===== config.mk =====
export PLATFORM = sky130hd
export DESIGN_NAME = dclk_select_div
export DESIGN_NICKNAME = d
export VERILOG_FILES = /design/src/rtl/dclk_pkg.sv /design/src/rtl/dclk_rst_sync.sv /design/src/rtl/dclk_src_decode.sv /design/src/rtl/dclk_div.sv /design/src/rtl/dclk_select_div.sv
export SDC_FILE = /design/constraint.sdc
export NUM_CORES = 1
export LEC_CHECK = 0
export ABC_AREA = 1
export BUFFER_PORTS_ARGS = -buffer_cell sky130_fd_sc_hd__buf_2
export CORE_MARGIN = 2
export CORE_UTILIZATION = 43
export DETAILED_ROUTE_END_ITERATION = 10
export PLACE_DENSITY = 0.85
export SLEW_MARGIN = 15
export SYNTH_ARGS = -nofsm -noshare
export SYNTH_HDL_FRONTEND = slang
export SYNTH_SLANG_ARGS = --single-unit

===== constraint.sdc =====
create_clock -name clk -period 0.9 [get_ports clk]
set_input_delay 0 -clock clk [delete_from_list [all_inputs] [get_ports clk]]
set_output_delay 0 -clock clk [all_outputs]
set_load 0.05 [all_outputs]

===== src/rtl/dclk_pkg.sv =====
package dclk_pkg;

  localparam int REF_NUM = 16;
  localparam int IDX_W   = $clog2(REF_NUM);
  localparam int DIV_W   = 2;
  localparam int FREQ_W  = 17;
  localparam int XTAL_W  = 3;

  typedef enum logic [1:0] {
    BOARD_XTAL_EARLY = 2'b00,
    BOARD_XTAL_LATE  = 2'b01,
    BOARD_SYNTH      = 2'b10,
    BOARD_SYNTH_ALT  = 2'b11
  } board_mode_e;

  typedef struct packed {
    logic             synth;
    logic [IDX_W-1:0] code;
  } sel_key_t;

  function automatic logic [FREQ_W-1:0] nominal_khz(sel_key_t k);
    logic [FREQ_W-1:0] f;
    if (k.synth) begin
      case (k.code)
        4'd0:  f = FREQ_W'(30240);
        4'd1:  f = FREQ_W'(32000);
        4'd2:  f = FREQ_W'(37500);
        4'd3:  f = FREQ_W'(39000);
        4'd4:  f = FREQ_W'(40000);
        4'd5:  f = FREQ_W'(56644);
        4'd6:  f = FREQ_W'(75000);
        4'd7:  f = FREQ_W'(65000);
        4'd8:  f = FREQ_W'(42954);
        4'd9:  f = FREQ_W'(48771);
        4'd10: f = FREQ_W'(16657);
        4'd11: f = FREQ_W'(36000);
        4'd12: f = FREQ_W'(50350);
        4'd13: f = FREQ_W'(56640);
        4'd14: f = FREQ_W'(28322);
        default: f = FREQ_W'(44900);
      endcase
    end else begin
      case (k.code[XTAL_W-1:0])
        3'd0: f = FREQ_W'(50175);
        3'd1: f = FREQ_W'(56644);
        3'd3: f = FREQ_W'(44900);
        3'd4: f = FREQ_W'(44900);
        3'd5: f = FREQ_W'(50175);
        3'd7: f = FREQ_W'(36000);
        default: f = '0;
      endcase
    end
    return f;
  endfunction

endpackage


===== src/rtl/dclk_rst_sync.sv =====
module dclk_rst_sync #(
  parameter int STAGES = 2
) (
  input  logic clk,
  input  logic rst_n_in,
  output logic rst_n_out
);

  logic [STAGES-1:0] chain_q;

  generate
    for (genvar s = 0; s < STAGES; s++) begin : g_stage
      if (s == 0) begin : g_first
        always_ff @(posedge clk or negedge rst_n_in) begin
          if (!rst_n_in) chain_q[s] <= 1'b0;
          else           chain_q[s] <= 1'b1;
        end
      end else begin : g_rest
        always_ff @(posedge clk or negedge rst_n_in) begin
          if (!rst_n_in) chain_q[s] <= 1'b0;
          else           chain_q[s] <= chain_q[s-1];
        end
      end
    end
  endgenerate

  assign rst_n_out = chain_q[STAGES-1];

endmodule


===== src/rtl/dclk_src_decode.sv =====
module dclk_src_decode
  import dclk_pkg::*;
(
  input  logic [1:0]        board_mode,
  input  logic              bit_early,
  input  logic              bit_late,
  input  logic              bit_gen,
  input  logic [1:0]        misc_sel,
  output sel_key_t          key,
  output logic [IDX_W-1:0]  src_idx,
  output logic              src_valid,
  output logic [FREQ_W-1:0] khz
);

  logic              is_synth;
  logic              ext_bit;
  logic [XTAL_W-1:0] xcode;

  always_comb begin
    is_synth = board_mode[1];
    ext_bit  = (board_mode == BOARD_XTAL_EARLY) ? bit_early : bit_late;
    xcode    = {ext_bit, misc_sel};

    key.synth = is_synth;
    if (is_synth) key.code = {bit_late, bit_gen, misc_sel};
    else          key.code = {1'b0, xcode};

    src_valid = 1'b1;
    src_idx   = '0;
    if (is_synth) begin
      src_idx = key.code;
    end else begin
      case (xcode)
        3'd0, 3'd5: src_idx = IDX_W'(0);
        3'd1:       src_idx = IDX_W'(1);
        3'd3, 3'd4: src_idx = IDX_W'(2);
        3'd7:       src_idx = IDX_W'(3);
        default:    src_valid = 1'b0;
      endcase
    end

    khz = nominal_khz(key);
  end


  always_comb begin
    if (!key.synth && src_valid) begin
      xtal_tap_chk: assert (src_idx < IDX_W'(4))
        else $error("crystal selection routed beyond the four crystal taps");
    end
  end

endmodule


===== src/rtl/dclk_div.sv =====
module dclk_div
  import dclk_pkg::*;
(
  input  logic             clk,
  input  logic             rst_n,
  input  sel_key_t         key_i,
  input  logic [DIV_W-1:0] ratio_i,
  input  logic             tick_i,
  output logic             pix_en_o
);

  sel_key_t         key_q,   key_d;
  logic [DIV_W-1:0] ratio_q, ratio_d;
  logic [DIV_W-1:0] cnt_q,   cnt_d;
  logic             pix_q,   pix_d;
  logic             cfg_chg;

  always_comb begin
    cfg_chg = (key_i != key_q) || (ratio_i != ratio_q);
    key_d   = key_i;
    ratio_d = ratio_i;
    cnt_d   = cnt_q;
    pix_d   = 1'b0;
    if (cfg_chg) begin
      cnt_d = '0;
    end else if (tick_i) begin
      if (cnt_q == ratio_q) begin
        pix_d = 1'b1;
        cnt_d = '0;
      end else begin
        cnt_d = cnt_q + 1'b1;
      end
    end
  end

  always_ff @(posedge clk or negedge rst_n) begin
    if (!rst_n) begin
      key_q   <= '0;
      ratio_q <= '0;
      cnt_q   <= '0;
      pix_q   <= 1'b0;
    end else begin
      key_q   <= key_d;
      ratio_q <= ratio_d;
      cnt_q   <= cnt_d;
      pix_q   <= pix_d;
    end
  end

  assign pix_en_o = pix_q;


  cnt_bound_chk: assert property (@(posedge clk) disable iff (!rst_n)
    cnt_q <= ratio_q)
    else $error("divider count beyond divisor");


  pulse_src_chk: assert property (@(posedge clk) disable iff (!rst_n)
    pix_q |-> $past(tick_i))
    else $error("pixel enable without a source tick");


  restart_chk: assert property (@(posedge clk) disable iff (!rst_n)
    (key_i != $past(key_i) || ratio_i != $past(ratio_i)) |=> (cnt_q == '0 && !pix_q))
    else $error("configuration change did not restart the divider");

endmodule


===== src/rtl/dclk_select_div.sv =====
module dclk_select_div
  import dclk_pkg::*;
(
  input  logic                clk,
  input  logic                rst_n,
  input  logic [1:0]          board_mode,
  input  logic [7:0]          xr_sel_early,
  input  logic [7:0]          xr_sel_late,
  input  logic [7:0]          xr_sel_gen,
  input  logic [7:0]          xr_div,
  input  logic [7:0]          misc_byte,
  input  logic [REF_NUM-1:0]  ref_tick,
  output logic                pix_en,
  output logic [FREQ_W-1:0]   freq_khz,
  output logic                sel_spare
);

  localparam int EARLY_BIT = 6;
  localparam int LATE_BIT  = 4;
  localparam int GEN_BIT   = 1;
  localparam int DIV_LSB   = 6;
  localparam int MISC_LSB  = 2;

  logic              rst_n_core;
  sel_key_t          key;
  logic [IDX_W-1:0]  src_idx;
  logic              src_valid;
  logic [FREQ_W-1:0] khz;
  logic              sel_tick;
  logic [FREQ_W-1:0] freq_d, freq_q;
  logic              spare_d, spare_q;

  dclk_rst_sync #(.STAGES(2)) rst_sync_i (
    .clk       (clk),
    .rst_n_in  (rst_n),
    .rst_n_out (rst_n_core)
  );

  dclk_src_decode decode_i (
    .board_mode (board_mode),
    .bit_early  (xr_sel_early[EARLY_BIT]),
    .bit_late   (xr_sel_late[LATE_BIT]),
    .bit_gen    (xr_sel_gen[GEN_BIT]),
    .misc_sel   (misc_byte[MISC_LSB+1:MISC_LSB]),
    .key        (key),
    .src_idx    (src_idx),
    .src_valid  (src_valid),
    .khz        (khz)
  );

  always_comb begin
    sel_tick = src_valid && ref_tick[src_idx];
    freq_d   = khz;
    spare_d  = !src_valid;
  end

  dclk_div div_i (
    .clk      (clk),
    .rst_n    (rst_n_core),
    .key_i    (key),
    .ratio_i  (xr_div[DIV_LSB+DIV_W-1:DIV_LSB]),
    .tick_i   (sel_tick),
    .pix_en_o (pix_en)
  );

  always_ff @(posedge clk or negedge rst_n_core) begin
    if (!rst_n_core) begin
      freq_q  <= '0;
      spare_q <= 1'b0;
    end else begin
      freq_q  <= freq_d;
      spare_q <= spare_d;
    end
  end

  assign freq_khz  = freq_q;
  assign sel_spare = spare_q;


  spare_quiet_chk: assert property (@(posedge clk) disable iff (!rst_n_core)
    sel_spare |-> !pix_en)
    else $error("pixel enable while a spare is selected");


  spare_freq_chk: assert property (@(posedge clk) disable iff (!rst_n_core)
    sel_spare |-> (freq_khz == '0))
    else $error("spare selection reports a frequency");

endmodule


Word level (Yosys, flattened, before mapping):

Memory sizes are Yosys's and may differ from the RTL's.
Index checks and enable logic that the tools add are counted.

* memories kept: 1
* input bits: 60
* ROM bits: 272
* register bits: 30

* reductions and logical operators: 11
* add/sub/neg operators: 1
* muxes and demuxes: 16
* order comparisons: 1
* equality and inequality tests: 13

Memories
* (no name shown): words 16, bits a word 17, read ports 1, clocked after Yosys merged registers in 0, wr ports 0, line dclk_pkg.sv:24 `case (k.code)`

Operator list (number)
* 16-bit one-hot mux with 4 select lines: 1
* 3-bit == test, second input constant: 6
* 17-bit two-way mux: 1
* 4-bit two-way mux: 2
* 1-bit two-way mux: 7
* 3-bit by 1-bit == test with 1-bit output, second input constant: 2
* 3-bit by 2-bit == test with 1-bit output, second input constant: 2
* 3-bit logical NOT: 2
* 2-bit two-way mux: 3
* 2-bit one-hot mux with 3 select lines: 1
* 2-bit OR reduction: 3
* 6-bit OR reduction: 1
* 4-bit by 5-bit < comparator with 1-bit output, second input constant: 1
* 5-bit != test: 1
* 1-bit binary-select mux with 4-bit select: 1
* 2-bit by 1-bit adder with 2-bit output, second input constant: 1
* 2-bit == test: 1
* 2-bit logical NOT: 1
* 2-bit != test: 1
* 2-bit nonzero test: 1
* 1-bit logical AND: 1
* 1-bit logical NOT: 1
* 1-bit logical OR: 1

Logic depth before layout (Yosys ltp):

Gate-level depths: netlist of the first run.

* word-level depth: 11
* mapped depth: 14

Modules after synthesis:

Synthesis of the first run repeated with hierarchy kept, for this count alone.

* cell total of the unflattened synthesis: 284
* area total of the unflattened synthesis: 1963.1 sq um

By module, submodules not included
* dclk_src_decode: times used 1, seq. area each 0.0 sq um, area an instance 715.7 sq um, cells each 138
* dclk_select_div: times used 1, seq. area each 450.4 sq um, area an instance 655.6 sq um, cells each 67
* dclk_div: times used 1, seq. area each 250.2 sq um, area an instance 538.0 sq um, cells each 76
* dclk_rst_sync: times used 1, seq. area each 50.0 sq um, area an instance 53.8 sq um, cells each 3

Worst setup path before layout of the first run:

No wires, ideal clock.

* path type: input to register
* start: input port misc_byte[3]
* end: register div_i.cnt_q[0]
* buffers on the path: 0
* library setup time: 0.116 ns
* arrival: 1.251 ns
* slack: -0.467 ns
* required time: 0.784 ns
* stages on the path: 13
* cell sequence: inv_1 ha_1 nand3_1 nand3_4 nand2_4 nand2_1 nand3_1 nand3_1 nand3_2 nand3_2 nand2_2 nand2_1 nand2_1

* cells in the longest elaborated chain, start to end: 8
* elaborated cells between the ends (all ways): 20
* classes of those cells: 6 x eq/ne; 8 x mux; 6 x reduce/logical

RTL lines
* start, declared: line dclk_select_div.sv:11 `input logic [7:0] misc_byte,`
* 3-bit by 2-bit == test with 1-bit output / 3-bit == test (equally long branches): line dclk_src_decode.sv:33 `case (xcode)`
* 2-bit OR reduction
* 2-bit one-hot mux with 3 select lines: line dclk_src_decode.sv:33
* 4-bit two-way mux: line dclk_src_decode.sv:30 `if (is_synth) begin`
* 1-bit binary-select mux with 4-bit select: line dclk_select_div.sv:52 `sel_tick = src_valid && ref_tick[src_idx];`
* 1-bit two-way mux (implied by the code): line dclk_select_div.sv:52
* 1-bit logical AND: line dclk_select_div.sv:52
* 2-bit nonzero test (no source line)
* end signal, assigned: line dclk_div.sv:45 `cnt_q <= cnt_d;`
* end, declared: line dclk_div.sv:14 `logic [DIV_W-1:0] cnt_q, cnt_d;`

Parallel ways exist; a longest one is shown, timed or not. The select of a mux whose other input is x is not followed.
A chain may end at the register's enable or synchronous reset.

Worst setup path in the final report of the first run:

* start: register div_i.ratio_q[0]
* end: register div_i.cnt_q[0]

* cells in the longest elaborated chain, start to end: 4
* elaborated cells between the ends (all ways): 7
* classes of those cells: 2 x eq/ne; 3 x mux; 2 x reduce/logical

RTL lines
* start, declared: line dclk_div.sv:13 `logic [DIV_W-1:0] ratio_q, ratio_d;`
* start signal, assigned: line dclk_div.sv:44 `ratio_q <= ratio_d;`
* 2-bit == test: line dclk_div.sv:27 `if (cnt_q == ratio_q) begin`
* 2-bit two-way mux: line dclk_div.sv:27
* 2-bit two-way mux: line dclk_div.sv:26 `end else if (tick_i) begin`
* 2-bit two-way mux: line dclk_div.sv:24 `if (cfg_chg) begin`

Parallel ways exist; a longest one is shown, timed or not. The select of a mux whose other input is x is not followed.

==> qor.yml, run 1 <==
worst_setup_path:
  rr_worst_depth: 10
  arrival_ns: 1.69
  setup.worst_path.end: "div_i.cnt_q[0]"
  required_ns: 1.13
  r2r_start: "div_i.ratio_q[0]"
  startpoint: "div_i.ratio_q[0]"
  crit_path_end_kind: "flip-flop"
  crit_type: "flip-flop to flip-flop"
  r2r_end: "div_i.cnt_q[0]"
  path_max_fanout: 4
  startpoint_type: "flip-flop"
  reg2reg_slack_ns: -0.56
synth:
  synth_area_um2: 1828
  synth.distinct_cells: 36
  synth_common_cells: "nand2_1 (42), nand3_1 (31), dfrtp_1 (30)"
  synth_cells: 216
  yosys_warnings: 0
  synth_nets: 286
  synth_top_cell_area_share: 0.4107
  postSynth.asyncResetShare: 1.000
  seq_area_frac_synth: 0.4107
  synth_most_common_cell: "nand2_1"
  synth-edff-count: 0
  synth_top_flop_cell: "dfrtp_1"
  synth_seq_cells: 30
  synth_area_leader_cell: "dfrtp_1"
  synth_area_leaders: "dfrtp_1 (41%), nand2_1 (8.6%), nand3_1 (8.5%)"
  avgSynthCellArea_um2: 8.463
timing:
  maxSlewViolCount: 0
  hold_ws_ns: 0.01865
  setup_ws_ns: -0.5574
  skew_ns: 0.006536
  rsz0062_at_grt: "true"
  fin_crit_sh: 1.619
  setup_viol: 14
  hold_viol: 0
  clock.fmax_mhz: 686.1
  fin_crit_ns: 1.457
outcome:
  violations: "negative setup slack"
  status: "finished with violations"
cells_and_area:
  fin_nets: 392
  final_area_um2: 2995
  num-fill-cells: 291
  multiInputGateArea_um2: 1171
  synthToLayoutAreaGrowth_pct: 63.86
  final-seq-area_um2: 750.7
  diodes: 0
  layout-drive-gt1-share: 0.5294
floorplan:
  start_util: 0.4505
  core-area_um2: 4058
  num_rows: 23
  die_w_um: 69.20
  die_area_um2: 4789
  pin_count: 79
  die_h_um: 69.20
detailed_routing:
  drt_iter0_drc: 116
  drc_errors: 0
  first_pass_iters: 4
  routed_via_density: 5.097
  vias: 1901
  ant_nets: 0
  routed_wl_um: 5301
  wl_per_cell_um: 14.21
global_routing:
  grt_pass1_vias: 1824
  grt_pass1_wl_um: 8473
  grt_max_degree: 29
  overflow: 0
  antenna_found_initial: 0
  grt_usage: 0.2272
clock_network:
  clk_latency_ns: 0.29
  htree_levels: 2
  cts_root_buf: "clkbuf_8"
  clock-sinks: 30
  clk_path_buf_depth: 2
  cts_tree: "built"
  cts_buffers: 5
  clk_pin_slew_ns: 0.06
pwr:
  p_per_area_nw_per_um2: 1434
  power.leakage_uw: 0.001507
  ir_drop_v: 0.0007096
  finalPower_uw: 4295
placed_design:
  place_area_um2: 2549
  dp_hpwl_um: 3652
  post-place-ws_ns: -0.6497
  port-buffer-count: 45
  gp_congestion: 0.9281
flow_run:
  cap_violations: 0
hold_path:
  hp-class: "primary input to async pin"
==> power by group <==
part,total (uW),leakage [uW],internal [uW],switching [uW]
Clock,1290,0.0000575,771,515
Combinational,1520,0.00107,600,918
Sequential,1490,0.000375,1460,34.6
Total,4290,0.00151,2830,1470
==> worst min path at each step <==
stage | end | slack [ns]
floorplan | rst_sync_i.chain_q[0] | -0.30
global placement | rst_sync_i.rst_n_out | -0.22
detailed placement | rst_sync_i.rst_n_out | -0.21
CTS | div_i.key_q[4] | 0.00003
global route | rst_sync_i.rst_n_out | 0.01
finish | rst_sync_i.chain_q[0] | 0.02
==> final cells by class <==
type	instances	share of cell area
flip-flops and latches	30	0.2506
multi-input cells	158	0.3910
well taps	50	0.02089
repair buffers	103	0.2632
clock buffers	8	0.03676
inverters	24	0.03759
==> metal layers <==
metal | GRT usage | up-vias | part of all wire
li1 | - | 930 | -
met1 | 0.2735 | 892 | 0.40
met2 | 0.3632 | 65 | 0.51
met3 | 0.05814 | 14 | 0.060
met4 | 0.1394 | 0 | 0.034
met5 | 0 | - | 0
==> metrics by stage <==
stage	TNS, ns	utilization	cells
3_3_place_gp	-8.414	0.6281	354
5_1_grt	-4.053	0.7382	373
3_5_place_dp	-9.057	0.6281	354
4_1_cts	-2.048	0.7080	369
2_1_floorplan	-3.164	-	216
6_report	-2.483	0.7382	373
==> sequential cells by signal, indices dropped and copies added, names as in the netlist <==
signal                count
div_i.cnt_q               2
div_i.key_q               5
div_i.pix_en_o            1
div_i.ratio_q             2
freq_khz                 17
rst_sync_i.chain_q        1
rst_sync_i.rst_n_out      1
sel_spare                 1
==> placed cells by master, fill, tap and decap left out, drive strengths merged, types with 2 or more instances in the layout <==
master | synthesis | final
o22ai | 2 | 2
nand2 | 50 | 50
ha | 10 | 10
dfrtp | 30 | 30
xor2 | 2 | 2
nand3 | 36 | 36
o21ai | 16 | 16
buf | 4 | 96
clkbuf | 0 | 11
nor2 | 16 | 16
xnor2 | 5 | 5
dlygate4sd3 | 0 | 4
o211ai | 5 | 5
inv | 23 | 22
a21oi | 6 | 6
==> worst max-delay path, stage by stage, from the launching register on <==
cell and delay [ns]:
dfrtp_1 0.37, inv_2 0.06, nand2_1 0.05, nand2_1 0.06, nor4_2 0.27, nand3_1 0.15
nor2_4 0.15, inv_2 0.06, nor2_1 0.10, nand2_1 0.06, nand2_1 0.05
==> cell families after synthesis <==
| logic type | Yosys count | synth area share |
|---|---|---|
| xor gates and xnor gates | 7 | 0.03765 |
| and+or+nand+nor | 106 | 0.2923 |
| buffers and inverters | 28 | 0.07598 |
| adders and majority gates | 10 | 0.06845 |
| AOI/OAI and AO/OA | 34 | 0.1129 |
| DFF | 30 | 0.4107 |
| other | 1 | 0.002051 |
==> repair_timing <==
item | CTS | global route
setup endpoints to repair | 19 | 21
hold buffers | 3 | 1
gates resized for setup | 45 | 28
pin swaps | 21 | 16
hold endpoints to repair | 4 | 1
buffers inserted | 4 | 3
Note: power is estimated with default switching activity, not from simulation.
==> run 2, diff against run 1 <==
--- a/config.mk
+++ b/config.mk
@@ -8,10 +8,11 @@
 export ABC_AREA = 1
 export BUFFER_PORTS_ARGS = -buffer_cell sky130_fd_sc_hd__buf_2
 export CORE_MARGIN = 2
-export CORE_UTILIZATION = 43
+export CORE_UTILIZATION = 44
 export DETAILED_ROUTE_END_ITERATION = 10
-export PLACE_DENSITY = 0.85
+export PLACE_DENSITY = 0.86
 export SLEW_MARGIN = 15
 export SYNTH_ARGS = -nofsm -noshare
 export SYNTH_HDL_FRONTEND = slang
+export SYNTH_HIERARCHICAL = 1
 export SYNTH_SLANG_ARGS = --single-unit
==> qor.yml, run 2 <==
synth:
  synth_common_cells: "nand2_1 (101), inv_1 (44), nand3_1 (31)"
  synth_area_leader_cell: "dfrtp_1"
  postSynth.asyncResetShare: 1.000
  synth_area_leaders: "dfrtp_1 (38%), nand2_1 (19%), inv_1 (8.4%)"
  synth_nets: 351
  synth_top_flop_cell: "dfrtp_1"
  synth_seq_cells: 30
  synth-edff-count: 0
  synth_most_common_cell: "nand2_1"
  seq_area_frac_synth: 0.3824
  synth_top_cell_area_share: 0.3824
  yosys_warnings: 6
  avgSynthCellArea_um2: 6.912
  synth.distinct_cells: 30
  synth_cells: 284
  synth_area_um2: 1963
clock_network:
  cts_buffers: 5
  htree_levels: 2
  clk_latency_ns: 0.28
  clk_pin_slew_ns: 0.06
  cts_tree: "built"
  clock-sinks: 30
  clk_path_buf_depth: 2
  cts_root_buf: "clkbuf_8"
floorplan:
  die_w_um: 70.80
  pin_count: 79
  die_area_um2: 5012
  core-area_um2: 4324
  num_rows: 24
  start_util: 0.4540
  die_h_um: 70.80
detailed_routing:
  first_pass_iters: 6
  met3_length_um: 388
  routed_wl_um: 6310
  drt_iter0_drc: 126
  ant_nets: 0
  drc_errors: 0
  highest_layer: "met4"
  routed_via_density: 5.119
  vias: 2288
  wl_per_cell_um: 14.12
  wl_met1_um: 2407
  route.met2.wl_um: 3255
worst_setup_path:
  cpMaxStageDelayCell: "a21oi_4"
  crit_path_end_kind: "flip-flop"
  rr_worst_depth: 5
  r2r_end: "div_i/pix_en_o"
  crit_path_max_incr_delay_ns: 0.24
  arrival_ns: 1.74
  startpoint_type: "primary input"
  crit_chain: "buf_8, o21ai_4, nand2_2, o21ai_2, o22ai_2, buf_6, inv_8, nand2_2, nand2_2, nand2_2, nand3_2, nand3_2, a21oi_4, buf_6, nand4_1, nand2_1"
  crit_family: "simple AND/OR/NAND/NOR gates"
  path_common_cell: "nand2_2"
  path_buf_inv: 4
  path_max_fanout: 8
  crit_type: "primary input to flip-flop"
  required_ns: 1.13
  r2r_start: "div_i/ratio_q[0]"
  reg2reg_slack_ns: -0.23
timing:
  setup_ws_ns: -0.6145
  rsz0062_at_grt: "true"
  skew_ns: 0.005354
  clock.fmax_mhz: 660.3
  fin_crit_sh: 1.683
  hold_viol: 0
  fin_crit_ns: 1.515
  maxSlewViolCount: 0
  setup_viol: 20
hold_path:
  hold_end: "div_i/key_q[4]"
  hp-class: "primary input to flip-flop"
  hp-start: "board_mode[1]"
  hold_depth: 2
cells_and_area:
  layout-drive-gt1-share: 0.4608
  most-common-layout-cells: "nand2_1 (85), buf_4 (47), buf_2 (40)"
  largest_reg_flops: 17
  layout.cells.non_filler: 447
  diodes: 0
  mostFrequentLayoutCell: "nand2_1"
  num-fill-cells: 302
  fin_nets: 461
  final_area_um2: 3263
  synthToLayoutAreaGrowth_pct: 66.22
global_routing:
  grt_pass1_vias: 2247
  grt_pass1_wl_um: 10120
  antenna_found_initial: 0
  overflow: 0
  grt_usage: 0.2544
  grt_max_degree: 29
placed_design:
  place_area_um2: 2640
  dp.cells: 419
  post-place-ws_ns: -0.8853
  gp_congestion: 0.8786
  dp_hpwl_um: 3987
  port-buffer-count: 45
outcome:
  violations: "negative setup slack"
  status: "finished with violations"
pwr:
  power.leakage_uw: 0.001769
  ir_drop_v: 0.0006983
  p_per_area_nw_per_um2: 1494
  finalPower_uw: 4875
flow_run:
  cap_violations: 0
[run 2: changes by cell type after synthesis, moves of 3 or more]
cell	delta
buf_4	+3
ha_1	-3
inv_1	+23
nand2_1	+59
nand2_2	-4
nand4_1	+3
o21ai_0	-7
[run 2: area by class of cell]
class,instances,area [um2],share of cell area
clock buffer,6,82.58,0.02531
clock inverter,2,60.06,0.01840
inverter,49,201.4,0.06173
multi-input combinational,199,1290,0.3953
sequential,30,750.7,0.2301
tap,52,65.06,0.01994
timing repair buffer,109,813.3,0.2492
[run 2: how the worst max path moves through the flow]
stage | slack, ns | start | cells after the start | end
6_report | -0.61 | board_mode[1] | 16 | div_i/cnt_q[0]
5_1_grt | -0.67 | board_mode[1] | 16 | div_i/cnt_q[0]
4_1_cts | -0.43 | board_mode[1] | 16 | div_i/cnt_q[0]
3_5_place_dp | -0.89 | board_mode[0] | 17 | div_i/cnt_q[1]
3_3_place_gp | -0.74 | board_mode[1] | 16 | div_i/cnt_q[1]
2_1_floorplan | -0.50 | board_mode[0] | 15 | div_i/cnt_q[1]
[run 2: kinds of logic after synthesis]
kind of cell / Yosys count / synth area share
AOI/OAI and AO/OA: 25 / 0.07394
buffers and inverters: 56 / 0.1198
xor gates and xnor gates: 4 / 0.01784
other: 1 / 0.001910
adders and majority gates: 7 / 0.04461
DFF: 30 / 0.3824
and+or+nand+nor: 161 / 0.3595
[run 2: routing by layer]
| layer | track usage | vias to the layer above |
|---|---|---|
| met5 | 0 | - |
| met4 | 0.1216 | 0 |
| met3 | 0.04131 | 24 |
| met2 | 0.4434 | 95 |
| met1 | 0.3053 | 1066 |
| li1 | - | 1103 |
[run 2: worst register-to-register path, delay by kind of cell (launching register included)]
| family | cells | cell delay (ns) |
|---|---|---|
| XOR/XNOR | 1 | 0.20 |
| flip-flops | 1 | 0.40 |
| AND/OR/NAND/NOR | 4 | 0.47 |
[run 2: what timing repair did]
item                                   in CTS  in global routing
cloned                                      2                  0
hold buffers                                4                  0
endpoints found under the hold margin       5                  0
pin swaps                                  17                 21
buffers inserted                            9                  5
setup endpoints to repair                  19                 24
resized for setup                          43                 42
[run 2: report_power, final]
group	leakage [uW]	internal (uW)	total (uW)	switching, uW
clock network	0.0000714	1180	1680	500
registers	0.000371	1460	1490	33.3
logic	0.00133	643	1700	1060
[run 2: through the flow]
| step | hold slack [ns] | utilization | setup TNS, ns |
|---|---|---|---|
| floorplan | -0.2956 | - | -1.691 |
| global placement | -0.2156 | 0.6105 | -9.876 |
| detailed placement | -0.2132 | 0.6105 | -10.51 |
| CTS | 0.02721 | 0.7075 | -4.631 |
| global route | 0.01795 | 0.7546 | -6.985 |
| finish | 0.02097 | 0.7546 | -5.931 |
==> run 3, diff against run 2 <==
--- a/config.mk
+++ b/config.mk
@@ -7,7 +7,8 @@
 export LEC_CHECK = 0
 export ABC_AREA = 1
 export BUFFER_PORTS_ARGS = -buffer_cell sky130_fd_sc_hd__buf_2
-export CORE_MARGIN = 2
+export CAP_MARGIN = 20
+export CORE_MARGIN = 4
 export CORE_UTILIZATION = 44
 export DETAILED_ROUTE_END_ITERATION = 10
 export PLACE_DENSITY = 0.86
==> qor.yml, run 3 (synthesis results as in run 2) <==
worst_setup_path:
  path_max_fanout: 8
  reg2reg_slack_ns: -0.20
  crit_type: "primary input to flip-flop"
  arrival_ns: 1.55
  crit_path_end_kind: "flip-flop"
  required_ns: 1.07
  r2r_start: "div_i/ratio_q[1]"
  startpoint_type: "primary input"
  r2r_end: "div_i/pix_en_o"
  rr_worst_depth: 7
timing:
  fin_crit_ns: 1.379
  skew_ns: 0.007891
  maxSlewViolCount: 0
  clock.fmax_mhz: 725.3
  hold_viol: 0
  setup_ws_ns: -0.4787
  setup_viol: 20
  fin_crit_sh: 1.532
  rsz0062_at_grt: "true"
cells_and_area:
  most-common-layout-cells: "nand2_1 (87), buf_4 (41), buf_2 (40)"
  final_area_um2: 3137
  fin_nets: 453
  layout-drive-gt1-share: 0.4315
  diodes: 0
  synthToLayoutAreaGrowth_pct: 59.78
  post-route-util: 0.7254
  largest_reg_flops: 17
  mostFrequentLayoutCell: "nand2_1"
floorplan:
  die_area_um2: 5594
  die_h_um: 74.80
  core-area_um2: 4324
  start_util: 0.4540
  pin_count: 79
  die_w_um: 74.80
  num_rows: 24
global_routing:
  overflow: 0
  grt_pass1_vias: 2125
  grt_pass1_wl_um: 9466
  grt_usage: 0.2189
  antenna_found_initial: 0
  grt_max_degree: 29
detailed_routing:
  vias: 2266
  routed_wl_um: 6009
  drt_iter0_drc: 175
  ant_nets: 0
  drc_errors: 0
  first_pass_iters: 5
  wl_per_cell_um: 13.69
  routed_via_density: 5.162
clock_network:
  clock-sinks: 30
  cts_buffers: 5
  clk_path_buf_depth: 2
  cts_tree: "built"
  clk_latency_ns: 0.29
  clk_pin_slew_ns: 0.07
  cts_root_buf: "clkbuf_8"
  htree_levels: 2
placed_design:
  port-buffer-count: 45
  place_area_um2: 2625
  dp_hpwl_um: 4087
  gp_congestion: 0.9528
outcome:
  violations: "negative setup slack"
  status: "finished with violations"
pwr:
  p_per_area_nw_per_um2: 1354
  ir_drop_v: 0.0007183
  power.leakage_uw: 0.001698
hold_path:
  hp-class: "primary input to async pin"
flow_run:
  cap_violations: 0
-- run 3: changes by cell type in the layout (fill, tap and decap cells not counted), moves of 2 or more --
cell / previous run / this run
nand2_1: 85 / 87
buf_4: 47 / 41
nor2_2: 3 / 1
buf_6: 12 / 8
bufinv_16: 2 / 0
-- run 3: how the worst max path moves through the flow --
stage	slack [ns]	to	start
3_3_place_gp	-0.77	div_i/cnt_q[1]	misc_byte[2]
5_1_grt	-0.57	div_i/cnt_q[1]	board_mode[1]
6_report	-0.48	div_i/cnt_q[1]	board_mode[1]
3_5_place_dp	-0.87	div_i/cnt_q[0]	board_mode[1]
2_1_floorplan	-0.50	div_i/cnt_q[1]	board_mode[0]
4_1_cts	-0.43	div_i/cnt_q[1]	board_mode[1]
-- run 3: worst max-delay path: stages --
cell,delay [ns]
buf_8,0.11
o21ai_4,0.16
nand2_2,0.07
o21ai_2,0.13
o22ai_2,0.09
buf_6,0.15
inv_8,0.07
nand2_1,0.05
nand2_1,0.06
nand2_1,0.07
nand3_2,0.08
nand3_2,0.09
a21oi_4,0.21
inv_2,0.06
nand4_1,0.08
nand2_1,0.05
-- run 3: timing repair --
item,in CTS,in global routing
buffers inserted,3,4
hold buffers,5,0
setup endpoints to repair,19,22
cloned,1,1
hold endpoints to repair,6,0
pin swaps,19,8
resized for setup,53,25
-- run 3: layout make-up --
cell class,count,area (um2)
Clock buffer,7,86.33
Timing Repair Buffer,101,748.2
Sequential cell,30,750.7
Inverter,49,200.2
Tap cell,52,65.06
Multi-Input combinational cell,199,1281
Clock inverter,1,5.005
Fill cell,328,1187
-- run 3: report_power, final --
part,switching (uW),internal (uW)
clock,509,616
combinational,1030,598
sequential,33.7,1460
-- run 3: layer usage --
metal / GRT usage / vias to the layer above / wire length (um)
met4: 0.1126 / 0 / 251
met5: 0 / - / 0
met1: 0.2715 / 1010 / 2356
met3: 0.04005 / 35 / 426
li1: - / 1091 / -
met2: 0.3629 / 130 / 2975
-- run 3: stage by stage --
step                      total power [uW]  setup WS [ns]  hold slack [ns]  TNS [ns]  cells
after floorplan                       2404        -0.4979          -0.2956    -1.691    284
after global placement                2820        -0.7664          -0.2153    -10.16    417
after detailed placement              2854        -0.8696          -0.2120    -10.70    417
after CTS                             4128        -0.4327          0.02387    -2.441    434
after global routing                  4444        -0.5659          0.03136    -5.603    439
final                                 4248        -0.4787          0.02569    -4.419    439
